[config.mk]
export PLATFORM = sky130hd
export DESIGN_NAME = capture_timer
export DESIGN_NICKNAME = d
export VERILOG_FILES = /design/src/rtl/capture_timer.sv
export SDC_FILE = /design/constraint.sdc
export NUM_CORES = 1
export LEC_CHECK = 0
export ABC_AREA = 1
export BUFFER_PORTS_ARGS = -buffer_cell sky130_fd_sc_hd__buf_2
export CORE_ASPECT_RATIO = 0.75
export CORE_MARGIN = 2
export CORE_UTILIZATION = 25
export CTS_BUF_LIST = sky130_fd_sc_hd__clkbuf_4
export DETAILED_ROUTE_END_ITERATION = 10
export PLACE_DENSITY = 0.48
export SKIP_CTS_REPAIR_TIMING = 1
export SYNTH_ARGS = -nofsm -noshare
export SYNTH_HDL_FRONTEND = slang
export SYNTH_SLANG_ARGS = --single-unit
export TNS_END_PERCENT = 30
[constraint.sdc]
create_clock -name clk -period 1.5 [get_ports clk]
set_clock_uncertainty 0.1 [all_clocks]
set_input_delay 0.3 -clock clk [delete_from_list [all_inputs] [get_ports clk]]
set_output_delay 0.3 -clock clk [all_outputs]
set_load 0.03 [all_outputs]
[src/rtl/capture_timer.sv]
module capture_timer #(
  parameter int W = 16
) (
  input  logic         clk,
  input  logic         rst_n,
  input  logic         cmd_start,
  input  logic         cmd_stop,
  input  logic         cmd_swtrig,
  input  logic         pin_a,
  input  logic         pin_b,
  input  logic [9:0]   mode,
  input  logic [W-1:0] rc_val,
  input  logic         rd_a,
  input  logic         rd_b,
  input  logic         rd_status,
  input  logic [7:0]   irq_set,
  input  logic [7:0]   irq_clr,
  output logic [W-1:0] count,
  output logic [W-1:0] cap_a,
  output logic [W-1:0] cap_b,
  output logic [7:0]   status,
  output logic [7:0]   irq_mask,
  output logic         clk_on,
  output logic         irq
);
  localparam logic [W-1:0] TOP = '1;

  function automatic logic edge_hit(input logic [1:0] code, input logic rise, input logic fall);
    return (code[0] & rise) | (code[1] & fall);
  endfunction

  logic [2:0] sa, sb;
  logic held, want_b, a_unread, b_unread;

  always_ff @(posedge clk or negedge rst_n)
    if (!rst_n) begin
      sa <= '0;
      sb <= '0;
    end else begin
      sa <= {sa[1:0], pin_a};
      sb <= {sb[1:0], pin_b};
    end

  wire rise_a = sa[1] & ~sa[2];
  wire fall_a = ~sa[1] & sa[2];
  wire rise_b = sb[1] & ~sb[2];
  wire fall_b = ~sb[1] & sb[2];

  wire run     = clk_on & ~held;
  wire rc_hit  = run & (count == rc_val);
  wire ext_hit = mode[6] ? edge_hit(mode[5:4], rise_b, fall_b)
                         : edge_hit(mode[5:4], rise_a, fall_a);
  wire trig    = cmd_swtrig | ext_hit | (rc_hit & mode[7]);
  wire ld_a    = edge_hit(mode[1:0], rise_a, fall_a) & ~want_b;
  wire ld_b    = edge_hit(mode[3:2], rise_a, fall_a) & want_b;
  wire stop_b  = ld_b & (mode[8] | mode[9]);
  wire ovf     = run & ~trig & ~stop_b & (count == TOP);
  wire lov     = (ld_a & a_unread & ~rd_a) | (ld_b & b_unread & ~rd_b);
  wire [7:0] flag_set = {ext_hit, ld_b, ld_a, rc_hit, 2'b00, lov, ovf};

  always_ff @(posedge clk or negedge rst_n)
    if (!rst_n) begin
      count    <= '0;
      held     <= 1'b0;
      clk_on   <= 1'b0;
      cap_a    <= '0;
      cap_b    <= '0;
      want_b   <= 1'b0;
      a_unread <= 1'b0;
      b_unread <= 1'b0;
      status   <= '0;
      irq_mask <= '0;
    end else begin
      if (trig)
        count <= '0;
      else if (run && !stop_b)
        count <= count + 1'b1;

      if (stop_b)
        held <= 1'b1;
      else if (trig)
        held <= 1'b0;

      if (cmd_stop || (ld_b && mode[9]))
        clk_on <= 1'b0;
      else if (cmd_start)
        clk_on <= 1'b1;

      if (ld_a) cap_a <= count;
      if (ld_b) cap_b <= count;

      if (ld_a)
        want_b <= 1'b1;
      else if (ld_b)
        want_b <= 1'b0;

      if (ld_a)
        a_unread <= 1'b1;
      else if (rd_a)
        a_unread <= 1'b0;

      if (ld_b)
        b_unread <= 1'b1;
      else if (rd_b)
        b_unread <= 1'b0;

      status   <= (rd_status ? 8'h00 : status) | flag_set;
      irq_mask <= (irq_mask | irq_set) & ~irq_clr;
    end

  assign irq = |(status & irq_mask);

  assert_stop_cmd_R3: assert property (@(posedge clk) disable iff (!rst_n)
    cmd_stop |=> !clk_on);

  assert_wrap_R5: assert property (@(posedge clk) disable iff (!rst_n)
    ovf |=> (count == '0) && status[0]);

  assert_overrun_R8: assert property (@(posedge clk) disable iff (!rst_n)
    (ld_a && a_unread && !rd_a) |=> status[1]);

  assert_frozen_R11: assert property (@(posedge clk) disable iff (!rst_n)
    (held && !trig) |=> $stable(count));

  assert_off_on_b_R11: assert property (@(posedge clk) disable iff (!rst_n)
    (ld_b && mode[9]) |=> !clk_on);

  assert_quiet_irq_R12: assert property (@(posedge clk) disable iff (!rst_n)
    (status == 8'h00) |-> !irq);

  assert_rc_restart_R4: assert property (@(posedge clk) disable iff (!rst_n)
    (rc_hit && mode[7] && !stop_b) |=> (count == '0) && status[4]);
endmodule

==> results.cfg <==
[run_status]
status = complete, but fails checks
violations = hold timing, setup timing

[sta]
grt_setup_unrepaired = true
fin_crit_sh = 1.23
tns_ns = -4.35
slew_violations = 0
hold_ws_ns = -0.00861
setup_viol = 37
period_minus_slack_ns = 1.84
hold_violations = 1
fmax_ghz = 0.542
setup_ws_ns = -0.344

[pwr]
p_sw_frac = 0.311
p_total_mw = 3.96
seqPwrFrac = 0.536
comb_power_share = 0.194
ir_drop_v = 0.000307
p_switching_mw = 1.23
power.leakage_nw = 2.59
p_clk_frac = 0.270
p_int_mw = 2.73
p_per_area_nw_per_um2 = 782

[yosys]
synthTopCellsByCount = nand2_1, dfrtp_1, nor2_1, inv_1, o21ai_0
ys_ff_latch = 73
yosysWarningCount = 0
synth_top_area_share = 0.561
yosys.area_share.simple = 0.251
synth_fa_ha_area_frac = 0.00384
yosysUniqueCellTypes = 29
synth_top_family_by_area = simple AND/OR/NAND/NOR gates
synth_seq_area_share = 0.561
synth_cells = 383
synth-edff-count = 0
synth_xor_area_frac = 0.0431
netlist_area_sq_um = 3250
synthFlopType = dfrtp_1
netlist.top_cell.by_area = dfrtp_1
yosysMostFrequentCell = nand2_1
synthMuxAreaShare = 0
synth_area_leaders = dfrtp_1, nand2_1, o21ai_0, nor2_1, inv_1
synth_compound_gate_area_share = 0.0711
async_flop_share = 1.00
syn_avg_cell_area_sq_um = 8.50

[placement]
dp.cells = 710
hpwl_mm = 7.32
place_ws_ns = -0.226
placed_area_sq_um = 4430
portBuffers = 115
gp_congestion = 0.838

[worst_setup_path]
max_stage_delay_ns = 0.43
regToRegStartpoint = count[5]
crit_path_max_fanout = 3
crit_arrival_ns = 1.44
worstSetupPathType = reg -> out
crit_family = flip-flops
crit_start = status[5]
required_ns = 1.10
cp_slowest_cell = dfrtp_1
endpoint_kind = output port
path_cells = nand2_1, nand2_2, a221oi_2, nand3_1, buf_6
start_kind = flip-flop
path_buf_inv = 1

[routing]
drc = 0
top_layer = met4
wl_met1_mm = 4.77
met2_length_mm = 4.53
vias = 3218
dr.pass1.iters = 4
wire_per_inst_microns = 13.3
antenna_left = 0
wl_met3_microns = 589
drtIter0Drc = 112
via_per_inst = 4.26
wl_mm = 10.0

[final_layout]
layout.nets = 632
fin_util = 0.394
finalInstanceArea_sq_um = 5060
fill_cells = 1329
regArea_sq_um = 1840
stdcell_count = 755
drive_gt1_frac = 0.413
n_antenna_cell = 0
areaGrowthSynthToFinish_pct = 55.5
multi_input_area_sq_um = 1380

[clocking]
clk_pin_slew_ns = 0.12
cts_buffer_depth = 2
clock_latency_ns = 0.42
htree_num_levels = 3
cts-buffers-inserted = 9
clockRootBuffer = clkbuf_4
cts_num_sinks = 73
cts_tree = yes

[worst_hold_path]
hp-class = in -> reg
worstHoldStart = irq_set[4]

[floorplan]
fp.dieH_microns = 103
floorplan.initialDensity = 0.254
row_count = 36
coreArea_sq_um = 12800
dieArea_sq_um = 14000
io_pins = 118
die_width_microns = 136

[job]
cap_viol_max_count = 0

[global_route]
grt_first_pass_wirelength_mm = 14.8
grt_max_degree = 43
grt-ovfl-total = 0
grt_usage = 0.143
first_global_vias = 2908
antenna_found_initial = 0
## path summary, 6_finish.rpt
check | endpoint | slack, ns | cells past startpoint
worst max-delay path | irq | -0.34 | 5
min in group asynchronous | cap_a[12] | 0.27 | 3
worst min-delay path | irq_mask[4] | -0.009 | 3
max in group asynchronous | count[3] | 0.78 | 3
worst min register to register | sa[1] | 0.26 | 0
worst max register to register | status[0] | -0.24 | 9
## power by group through the flow
| stage | Clock [mW] | Combinational, mW | Sequential (mW) |
|---|---|---|---|
| 2_1_floorplan | 0 | 0.224 | 2.27 |
| 3_3_place_gp | 0 | 0.658 | 2.15 |
| 3_5_place_dp | 0 | 0.664 | 2.15 |
| 4_1_cts | 1.13 | 0.666 | 2.12 |
| 5_1_grt | 1.22 | 0.841 | 2.14 |
| 6_report | 1.07 | 0.768 | 2.12 |
## tightest hold or removal path: stages
cell    delay (ns)
buf_2         0.08
nor2_1        0.03
nor2_1        0.08
## cell families after synthesis
family          count (synthesis)
other cells                     1
flops                          73
compound gates                 44
simple gates                  193
buf+inv                        55
fa+ha+maj                       1
xor+xnor                       16
## placed cells by master, fill, tap and decap left out, drive strengths merged
| cell | instances |
|---|---|
| a211o | 1 |
| a21oi | 1 |
| a221oi | 1 |
| buf | 172 |
| clkbuf | 11 |
| clkinv | 5 |
| conb | 2 |
| dfrtp | 73 |
| dlygate4sd3 | 22 |
| ha | 1 |
| inv | 44 |
| nand2 | 101 |
| nand3 | 21 |
| nand4 | 7 |
| nor2 | 52 |
| nor3 | 10 |
| nor4 | 1 |
| o21ai | 40 |
| o311ai | 1 |
| or2 | 2 |
| xnor2 | 9 |
| xor2 | 7 |
## registers in the layout, indices dropped and copies added, names as in the netlist
register  cells
status        6
cap_b        16
held          1
want_b        1
clk_on        1
sb            3
b_unread      1
irq_mask      8
sa            3
cap_a        16
a_unread      1
count        16
## per-layer routing
metal,up-vias,track usage
li1,1599,-
met1,1525,0.195
met2,84,0.221
met3,10,0.0413
met4,0,0.0433
met5,-,0
## cell type report
type                    instances  area share
clock buffers                  11      0.0163
clock inverters                 5     0.00445
flip-flops and latches         73       0.364
repair buffers                194       0.269
well taps                     171      0.0423
inverters                      44      0.0326
multi-input cells             257       0.272
No activity file was read; power rests on OpenSTA's default activity.
